### src/rtl/bdr_pkg.sv
package bdr_pkg;
    typedef enum logic [3:0] {
        S_IDLE,
        S_RD_STAT,
        S_CHK_STAT,
        S_RD_LEN,
        S_GET_LEN,
        S_RD_ADR,
        S_GET_ADR,
        S_MOVE,
        S_TX_RD,
        S_TX_GET,
        S_TX_HOLD,
        S_WR_LEN,
        S_WR_STAT
    } ring_state_e;

    localparam int OWN_BIT  = 15;
    localparam int WRAP_BIT = 13;
    localparam int LAST_BIT = 11;
    localparam int ERR_BIT  = 0;
    localparam int LEN_OFS  = 2;
    localparam int ADR_OFS  = 6;
    localparam int BD_BYTES = 8;
endpackage

### src/rtl/bd_ptr_reg.sv
module bd_ptr_reg #(
    parameter int AW = 16
) (
    input  logic          clk,
    input  logic          rst_n,
    input  logic [AW-1:0] base_i,
    input  logic          adv_i,
    input  logic          wrap_i,
    input  logic          sw_wr_i,
    input  logic          sw_ok_i,
    input  logic [AW-1:0] sw_data_i,
    output logic [AW-1:0] ptr_o
);
    import bdr_pkg::*;

    localparam logic [AW-1:0] STEP = AW'(BD_BYTES);

    logic [AW-1:0] ptr_q;
    logic          held_q;   // 0: pointer follows the ring base

    assign ptr_o = held_q ? ptr_q : base_i;

    always_ff @(posedge clk or negedge rst_n) begin
        if (!rst_n) begin
            ptr_q  <= '0;
            held_q <= 1'b0;
        end else if (adv_i) begin
            if (wrap_i) begin
                held_q <= 1'b0;
            end else begin
                ptr_q  <= ptr_o + STEP;
                held_q <= 1'b1;
            end
        end else if (sw_wr_i && sw_ok_i) begin
            ptr_q  <= sw_data_i;
            held_q <= 1'b1;
        end
    end


    ignored_write_chk: assert property (@(posedge clk) disable iff (!rst_n)
        (sw_wr_i && !sw_ok_i && !adv_i) |=> ($stable(ptr_q) && $stable(held_q)));


    wrap_to_base_chk: assert property (@(posedge clk) disable iff (!rst_n)
        (adv_i && wrap_i) |=> (ptr_o == base_i));
endmodule

### src/rtl/bd_ring_ctrl.sv
module bd_ring_ctrl #(
    parameter bit IS_RX = 1'b1,
    parameter int AW    = 16,
    parameter int DW    = 16
) (
    input  logic          clk,
    input  logic          rst_n,
    input  logic          en_i,
    input  logic [AW-1:0] base_i,
    input  logic [DW-1:0] lim_i,
    input  logic          sw_wr_i,
    input  logic [AW-1:0] sw_data_i,
    output logic [AW-1:0] ptr_o,
    input  logic          s_valid_i,
    input  logic [7:0]    s_data_i,
    input  logic          s_eof_i,
    input  logic          s_err_i,
    input  logic          s_take_i,
    output logic          s_hs_o,
    output logic [7:0]    s_data_o,
    output logic          s_last_o,
    output logic          done_o,
    output logic          nobuf_o,
    output logic          mem_req_o,
    output logic          mem_we_o,
    output logic          mem_hw_o,
    output logic [AW-1:0] mem_addr_o,
    output logic [DW-1:0] mem_wdata_o,
    input  logic [DW-1:0] mem_rdata_i
);
    import bdr_pkg::*;

    localparam logic [AW-1:0] LEN_OFF = AW'(LEN_OFS);
    localparam logic [AW-1:0] ADR_OFF = AW'(ADR_OFS);
    localparam logic [DW-1:0] ONE     = DW'(1);

    ring_state_e   state_q, state_d;
    logic [DW-1:0] stat_q, len_q, cnt_q, nb_q, wb_stat;
    logic [AW-1:0] dptr_q;
    logic [7:0]    byte_q;
    logic          eof_q, err_q, nobuf_q;
    logic          adv, sw_ok, rx_take, tx_take;

    bd_ptr_reg #(.AW(AW)) u_ptr (
        .clk       (clk),
        .rst_n     (rst_n),
        .base_i    (base_i),
        .adv_i     (adv),
        .wrap_i    (stat_q[WRAP_BIT]),
        .sw_wr_i   (sw_wr_i),
        .sw_ok_i   (sw_ok),
        .sw_data_i (sw_data_i),
        .ptr_o     (ptr_o)
    );

    assign sw_ok   = !en_i && (state_q == S_IDLE);
    assign adv     = (state_q == S_WR_STAT);
    assign rx_take = (state_q == S_MOVE) && s_valid_i && !s_err_i;
    assign tx_take = (state_q == S_TX_HOLD) && s_take_i;

    // state register
    always_ff @(posedge clk or negedge rst_n) begin
        if (!rst_n) state_q <= S_IDLE;
        else        state_q <= state_d;
    end

    // next-state logic
    always_comb begin
        state_d = state_q;
        unique case (state_q)
            S_IDLE:     if (en_i) state_d = S_RD_STAT;
            S_RD_STAT:  state_d = en_i ? S_CHK_STAT : S_IDLE;
            S_CHK_STAT: begin
                if (mem_rdata_i[OWN_BIT]) state_d = S_RD_LEN;
                else                      state_d = en_i ? S_RD_STAT : S_IDLE;
            end
            S_RD_LEN:   state_d = S_GET_LEN;
            S_GET_LEN:  state_d = S_RD_ADR;
            S_RD_ADR:   state_d = S_GET_ADR;
            S_GET_ADR: begin
                if (IS_RX)            state_d = S_MOVE;
                else if (len_q == '0) state_d = S_WR_STAT;
                else                  state_d = S_TX_RD;
            end
            S_MOVE: begin
                if (s_err_i)
                    state_d = S_WR_LEN;
                else if (s_valid_i && (s_eof_i || cnt_q == ONE))
                    state_d = S_WR_LEN;
            end
            S_TX_RD:    state_d = S_TX_GET;
            S_TX_GET:   state_d = S_TX_HOLD;
            S_TX_HOLD:  if (s_take_i) state_d = (cnt_q == ONE) ? S_WR_STAT : S_TX_RD;
            S_WR_LEN:   state_d = S_WR_STAT;
            S_WR_STAT:  state_d = en_i ? S_RD_STAT : S_IDLE;
            default:    state_d = S_IDLE;
        endcase
    end

    // descriptor and transfer datapath
    always_ff @(posedge clk or negedge rst_n) begin
        if (!rst_n) begin
            stat_q  <= '0;
            len_q   <= '0;
            cnt_q   <= '0;
            nb_q    <= '0;
            dptr_q  <= '0;
            byte_q  <= '0;
            eof_q   <= 1'b0;
            err_q   <= 1'b0;
            nobuf_q <= 1'b0;
        end else begin
            unique case (state_q)
                S_IDLE:     nobuf_q <= 1'b0;
                S_CHK_STAT: begin
                    stat_q  <= mem_rdata_i;
                    nobuf_q <= !mem_rdata_i[OWN_BIT];
                end
                S_GET_LEN:  len_q <= mem_rdata_i;
                S_GET_ADR: begin
                    dptr_q <= mem_rdata_i[AW-1:0];
                    cnt_q  <= IS_RX ? lim_i : len_q;
                    nb_q   <= '0;
                    eof_q  <= 1'b0;
                    err_q  <= 1'b0;
                end
                S_MOVE: begin
                    if (s_err_i) begin
                        err_q <= 1'b1;
                    end else if (s_valid_i) begin
                        dptr_q <= dptr_q + 1'b1;
                        cnt_q  <= cnt_q - 1'b1;
                        nb_q   <= nb_q + 1'b1;
                        eof_q  <= s_eof_i;
                    end
                end
                S_TX_GET:   byte_q <= mem_rdata_i[7:0];
                S_TX_HOLD: begin
                    if (s_take_i) begin
                        dptr_q <= dptr_q + 1'b1;
                        cnt_q  <= cnt_q - 1'b1;
                        nb_q   <= nb_q + 1'b1;
                    end
                end
                default: ;
            endcase
        end
    end

    always_comb begin
        wb_stat           = stat_q;
        wb_stat[OWN_BIT]  = 1'b0;
        if (eof_q) wb_stat[LAST_BIT] = 1'b1;
        if (err_q) wb_stat[ERR_BIT]  = 1'b1;
    end

    // outputs
    always_comb begin
        mem_req_o   = 1'b0;
        mem_we_o    = 1'b0;
        mem_hw_o    = 1'b0;
        mem_addr_o  = '0;
        mem_wdata_o = '0;
        unique case (state_q)
            S_RD_STAT: begin
                mem_req_o  = en_i;
                mem_hw_o   = 1'b1;
                mem_addr_o = ptr_o;
            end
            S_RD_LEN: begin
                mem_req_o  = 1'b1;
                mem_hw_o   = 1'b1;
                mem_addr_o = ptr_o + LEN_OFF;
            end
            S_RD_ADR: begin
                mem_req_o  = 1'b1;
                mem_hw_o   = 1'b1;
                mem_addr_o = ptr_o + ADR_OFF;
            end
            S_MOVE: begin
                mem_req_o   = rx_take;
                mem_we_o    = rx_take;
                mem_addr_o  = dptr_q;
                mem_wdata_o = {{(DW-8){1'b0}}, s_data_i};
            end
            S_TX_RD: begin
                mem_req_o  = 1'b1;
                mem_addr_o = dptr_q;
            end
            S_WR_LEN: begin
                mem_req_o   = 1'b1;
                mem_we_o    = 1'b1;
                mem_hw_o    = 1'b1;
                mem_addr_o  = ptr_o + LEN_OFF;
                mem_wdata_o = nb_q;
            end
            S_WR_STAT: begin
                mem_req_o   = 1'b1;
                mem_we_o    = 1'b1;
                mem_hw_o    = 1'b1;
                mem_addr_o  = ptr_o;
                mem_wdata_o = wb_stat;
            end
            default: ;
        endcase
    end

    assign s_hs_o   = IS_RX ? (state_q == S_MOVE) : (state_q == S_TX_HOLD);
    assign s_data_o = byte_q;
    assign s_last_o = (state_q == S_TX_HOLD) && (cnt_q == ONE) && stat_q[LAST_BIT];
    assign done_o   = adv;
    assign nobuf_o  = nobuf_q;


    done_pulse_chk: assert property (@(posedge clk) disable iff (!rst_n)
        done_o |=> !done_o);


    no_underflow_chk: assert property (@(posedge clk) disable iff (!rst_n)
        (rx_take || tx_take) |-> (cnt_q != '0));


    stall_no_write_chk: assert property (@(posedge clk) disable iff (!rst_n)
        nobuf_o |-> !mem_we_o);
endmodule

### src/rtl/bd_ring_engine.sv
module bd_ring_engine #(
    parameter int AW = 16,
    parameter int DW = 16
) (
    input  logic          clk,
    input  logic          rst_n,
    input  logic          rx_en,
    input  logic          tx_en,
    input  logic [AW-1:0] rx_base,
    input  logic [AW-1:0] tx_base,
    input  logic [DW-1:0] rx_max_len,
    input  logic          ptr_wr_rx,
    input  logic          ptr_wr_tx,
    input  logic [AW-1:0] ptr_wdata,
    output logic [AW-1:0] rx_bd_ptr,
    output logic [AW-1:0] tx_bd_ptr,
    input  logic          rx_valid,
    input  logic [7:0]    rx_data,
    input  logic          rx_eof,
    input  logic          rx_err,
    output logic          rx_ready,
    output logic          tx_valid,
    output logic [7:0]    tx_data,
    output logic          tx_last,
    input  logic          tx_take,
    output logic          rx_done,
    output logic          tx_done,
    output logic          rx_nobuf,
    output logic          tx_nobuf,
    output logic          rx_mem_req,
    output logic          rx_mem_we,
    output logic          rx_mem_hw,
    output logic [AW-1:0] rx_mem_addr,
    output logic [DW-1:0] rx_mem_wdata,
    input  logic [DW-1:0] rx_mem_rdata,
    output logic          tx_mem_req,
    output logic          tx_mem_we,
    output logic          tx_mem_hw,
    output logic [AW-1:0] tx_mem_addr,
    output logic [DW-1:0] tx_mem_wdata,
    input  logic [DW-1:0] tx_mem_rdata
);
    logic [7:0] rx_data_unused;
    logic       rx_last_unused;

    bd_ring_ctrl #(.IS_RX(1'b1), .AW(AW), .DW(DW)) u_rx (
        .clk         (clk),
        .rst_n       (rst_n),
        .en_i        (rx_en),
        .base_i      (rx_base),
        .lim_i       (rx_max_len),
        .sw_wr_i     (ptr_wr_rx),
        .sw_data_i   (ptr_wdata),
        .ptr_o       (rx_bd_ptr),
        .s_valid_i   (rx_valid),
        .s_data_i    (rx_data),
        .s_eof_i     (rx_eof),
        .s_err_i     (rx_err),
        .s_take_i    (1'b0),
        .s_hs_o      (rx_ready),
        .s_data_o    (rx_data_unused),
        .s_last_o    (rx_last_unused),
        .done_o      (rx_done),
        .nobuf_o     (rx_nobuf),
        .mem_req_o   (rx_mem_req),
        .mem_we_o    (rx_mem_we),
        .mem_hw_o    (rx_mem_hw),
        .mem_addr_o  (rx_mem_addr),
        .mem_wdata_o (rx_mem_wdata),
        .mem_rdata_i (rx_mem_rdata)
    );

    bd_ring_ctrl #(.IS_RX(1'b0), .AW(AW), .DW(DW)) u_tx (
        .clk         (clk),
        .rst_n       (rst_n),
        .en_i        (tx_en),
        .base_i      (tx_base),
        .lim_i       ('0),
        .sw_wr_i     (ptr_wr_tx),
        .sw_data_i   (ptr_wdata),
        .ptr_o       (tx_bd_ptr),
        .s_valid_i   (1'b0),
        .s_data_i    (8'h00),
        .s_eof_i     (1'b0),
        .s_err_i     (1'b0),
        .s_take_i    (tx_take),
        .s_hs_o      (tx_valid),
        .s_data_o    (tx_data),
        .s_last_o    (tx_last),
        .done_o      (tx_done),
        .nobuf_o     (tx_nobuf),
        .mem_req_o   (tx_mem_req),
        .mem_we_o    (tx_mem_we),
        .mem_hw_o    (tx_mem_hw),
        .mem_addr_o  (tx_mem_addr),
        .mem_wdata_o (tx_mem_wdata),
        .mem_rdata_i (tx_mem_rdata)
    );
endmodule

### config.mk
export PLATFORM = sky130hd
export DESIGN_NAME = bd_ring_engine
export DESIGN_NICKNAME = d
export VERILOG_FILES = /design/src/rtl/bdr_pkg.sv /design/src/rtl/bd_ptr_reg.sv /design/src/rtl/bd_ring_ctrl.sv /design/src/rtl/bd_ring_engine.sv
export SDC_FILE = /design/constraint.sdc
export NUM_CORES = 1
export LEC_CHECK = 0
export ABC_AREA = 1
export BUFFER_PORTS_ARGS = -buffer_cell sky130_fd_sc_hd__buf_2
export CORE_UTILIZATION = 45
export DETAILED_ROUTE_END_ITERATION = 6
export GPL_ROUTABILITY_DRIVEN = 0
export HOLD_SLACK_MARGIN = 0.12
export PLACE_DENSITY = 0.67
export SLEW_MARGIN = 10
export SYNTH_ARGS = -nofsm -noshare
export SYNTH_HDL_FRONTEND = slang
export SYNTH_SLANG_ARGS = --single-unit
### constraint.sdc
create_clock -name clk -period 5.3 [get_ports clk]
set_input_delay 1.06 -clock clk [delete_from_list [all_inputs] [get_ports clk]]
set_output_delay 1.06 -clock clk [all_outputs]
set_load 0.01 [all_outputs]
==> flow_summary.json <==
{
  "synth_top_family_by_area": "simple AND/OR/NAND/NOR gates",
  "crit_required_ps": 4240,
  "worst_slew_pin_slew_ps": 1060,
  "drt_iter0_markers": 1302,
  "die_x_um": 172,
  "p_switching_mw": 2.34,
  "finalCritPeriodShare": 0.820,
  "hold_path_class": "reg -> reg",
  "portBuffers": 230,
  "rows": 61,
  "ir_worst_vdd_uv": 190,
  "cts_buffer_depth": 2,
  "hpwl_mm": 30.9,
  "cp_cell_sequence": "buf_2 > inv_1 > o21ai_0 > inv_1 > fa_1 > nor2_1 > inv_1 > nor2_2 > nand2_1 > o21ai_1 > nand2_1 > o21bai_1 > buf_2",
  "outcome": "finished clean",
  "criticalPathCategory": "in -> out",
  "clock_latency_ps": 440,
  "antenna_found_initial": 3,
  "worstSetupStartpointType": "input port",
  "cts_tree": "yes",
  "async_flop_share": 1.00,
  "ys_seq_area_frac": 0.379,
  "die_h_um": 172,
  "pwr-share-clk": 0.243,
  "synthMuxAreaShare": 0.00435,
  "clkTransAtPathRegs_ps": 80,
  "drc": 0,
  "finalPower_mw": 5.49,
  "h-tree-depth": 4,
  "yosys_warnings": 0,
  "seq_power_share": 0.367,
  "worstSetupEndpointType": "output pin",
  "cts-hold-fix-buffers": 0,
  "grt-ovfl-total": 0,
  "p_leak_nw": 7.47,
  "synthFlopType": "dfrtp_1",
  "dieArea_um2": 29400,
  "nNetsFinal": 2232,
  "yosysTopAreaCellShare": 0.379,
  "slew_viol_final": 0,
  "slowest_stage": "fa_1",
  "slowest_delay_ps": 490,
  "fin_util": 0.531,
  "slew_headroom": 0.293,
  "grt_start_max_net_pins": 86,
  "synthCells": 1915,
  "drive_gt1_frac": 0.157,
  "ys_seq_elements": 196,
  "fin_crit_ps": 4350,
  "cts_buffers": 17,
  "cts-root-buf": "clkbuf_16",
  "synth_xor_area_frac": 0.0156,
  "fin_setup_tns_ps": 0,
  "drv_cap": 0,
  "cp_max_fo": 5,
  "grt_pass1_wl_mm": 63.9,
  "syn_area_um2": 12900,
  "worstPathArrival_ps": 3290,
  "synth_cell_types": 45,
  "max_freq_mhz": 230,
  "setup_violations": 0,
  "synth_simple_gate_area_frac": 0.326,
  "switching_share": 0.427,
  "ios": 231,
  "antenna_left": 0,
  "wl_per_cell_um": 16.4,
  "grt_usage": 0.278,
  "pwr-share-comb": 0.390,
  "initial_core_util": 0.462,
  "synth_enable_flop_cells": 0,
  "synth_fp_nets": 2043,
  "avgSynthCellArea_um2": 6.75,
  "finalHoldViolations": 0,
  "drt-pass1-iter-count": 6,
  "area_growth_pct": 15.0,
  "internal-power_mw": 3.14,
  "coreArea_um2": 28000,
  "synth_compound_area_frac": 0.159,
  "yosysTopAreaCell": "dfrtp_1",
  "rsz0062_at_grt": "no",
  "via_per_inst": 5.52,
  "drt-total-wl_mm": 41.1,
  "vias": 13800,
  "fin_skew_ps": 16.8,
  "synth.top_cells.by_area": "dfrtp_1 38%, nand2_1 17%, inv_1 6.6%",
  "synth_fa_ha_area_frac": 0.0147,
  "crit_path_frequent_cell": "inv_1",
  "cts_setup_buffers": 0,
  "power_density_nw_per_um2": 369,
  "post_cts_resized": 0,
  "clock-sinks": 196,
  "grt_pass1_vias": 12400,
  "fillers": 2859
}
[kinds of logic (layout without fill, tap and decap cells)]
group,after synthesis,in the layout
buffers and inverters,316,517
AO/OA/AOI/OAI,363,363
AND/OR/NAND/NOR,998,998
adder cells (fa/ha/maj),14,14
XOR/XNOR,23,23
flip-flops,196,196
other,0,2
multiplexers,5,5
[worst max-delay path: cells and delay by family]
| kind | cells | cell delay, ps |
|---|---|---|
| AOI/OAI and AO/OA | 3 | 670 |
| and+or+nand+nor | 4 | 610 |
| adders and majority gates | 1 | 490 |
| buffers and inverters | 5 | 450 |
[power by group through the flow]
stage | clock network, mW | logic (mW) | registers, mW
after floorplan | 0 | 1.50 | 1.95
after global placement | 0 | 2.07 | 2.03
after detailed placement | 0 | 2.11 | 2.03
after CTS | 1.37 | 2.11 | 2.01
after global routing | 1.43 | 2.38 | 2.05
final | 1.34 | 2.14 | 2.01
[final cells by class]
class                      count  area (µm²)  area share
multi-input combinational   1403        6730       0.452
sequential                   196        4900       0.330
timing repair buffer         241        1240      0.0835
inverter                     245         925      0.0621
tap                          378         473      0.0318
clock buffer                  18         429      0.0288
clock inverter                13         170      0.0114
antenna                        2        5.00    0.000336
[cells in the mapped netlist, drive strengths merged, types with 4 or more instances]
| master | instances |
|---|---|
| xor2 | 20 |
| nor3 | 35 |
| o21bai | 7 |
| dfrtp | 196 |
| a22oi | 6 |
| ha | 12 |
| a21oi | 71 |
| nor2 | 177 |
| o221ai | 13 |
| o211ai | 27 |
| nand2 | 590 |
| clkbuf | 27 |
| buf | 44 |
| nand4 | 46 |
| a31oi | 13 |
| or2 | 4 |
| o21ai | 191 |
| nand3 | 144 |
| inv | 245 |
| mux2 | 5 |
| o22ai | 25 |
[per-stage QoR]
| step | instances | worst slack [ps] | hold slack, ps | instance area, µm² |
|---|---|---|---|---|
| after floorplan | 1915 | 1190 | 441 | 12900 |
| after global placement | 2463 | 1100 | 464 | 14300 |
| after detailed placement | 2463 | 1020 | 469 | 14300 |
| after CTS | 2494 | 1020 | 490 | 14900 |
| after global routing | 2495 | 734 | 513 | 14900 |
| final | 2496 | 952 | 483 | 14900 |
[per-layer routing]
layer  up-vias  part of all wire  wire length, µm  global-route usage
met5         -           0.00032               13                   0
met4         2             0.032             1310               0.102
met3       105             0.073             2990              0.0430
met2       598              0.45            18600               0.434
met1      6438              0.44            18200               0.388
li1       6633                 -                -                   -
[registers in the layout, indices dropped and copies added, names as in the netlist, 16 cells and up]
register          cells
u_rx.cnt_q           16
u_tx.nb_q            16
u_tx.cnt_q           16
u_rx.u_ptr.ptr_q     16
u_tx.u_ptr.ptr_q     16
u_tx.len_q           16
u_rx.nb_q            16
u_tx.dptr_q          16
u_rx.dptr_q          16
[cells in the final DEF, fill, tap and decap left out, types with 3 or more instances in the layout]
cell	synthesis	final
a21oi_1	68	68
a21oi_2	3	3
a22oi_1	6	6
a31oi_1	13	13
buf_2	26	229
buf_4	8	11
clkbuf_16	0	17
clkinv_4	0	3
clkinv_8	0	4
dfrtp_1	196	196
ha_1	12	12
inv_1	229	229
inv_2	14	14
inv_6	0	3
mux2_2	5	5
nand2_1	572	572
nand2_2	16	16
nand3_1	144	144
nand4_1	46	46
nor2_1	163	162
nor2_2	10	10
nor2_4	4	5
nor3_1	34	34
o211ai_1	27	27
o21ai_0	166	166
o21ai_1	25	25
o21bai_1	7	7
o221ai_1	13	13
o22ai_1	25	25
o31ai_1	3	3
xnor2_1	3	3
xor2_1	20	20
[path summary, 6_finish.rpt]
kind                                      start                  end  slack [ps]  depth (start not counted)
worst max-delay path                 tx_base[2]      tx_mem_addr[11]         950                         13
worst min-delay path               u_tx.nobuf_o         u_tx.nobuf_o         480                          2
worst max register to register  u_tx.state_q[1]  u_tx.u_ptr.ptr_q[4]        1930                         10
worst min register to register     u_tx.nobuf_o         u_tx.nobuf_o         480                          2
max in group asynchronous                 rst_n      u_tx.stat_q[11]        3550                          2
min in group asynchronous                 rst_n       u_rx.stat_q[2]         660                          1
No activity file was read; power rests on OpenSTA's default activity.
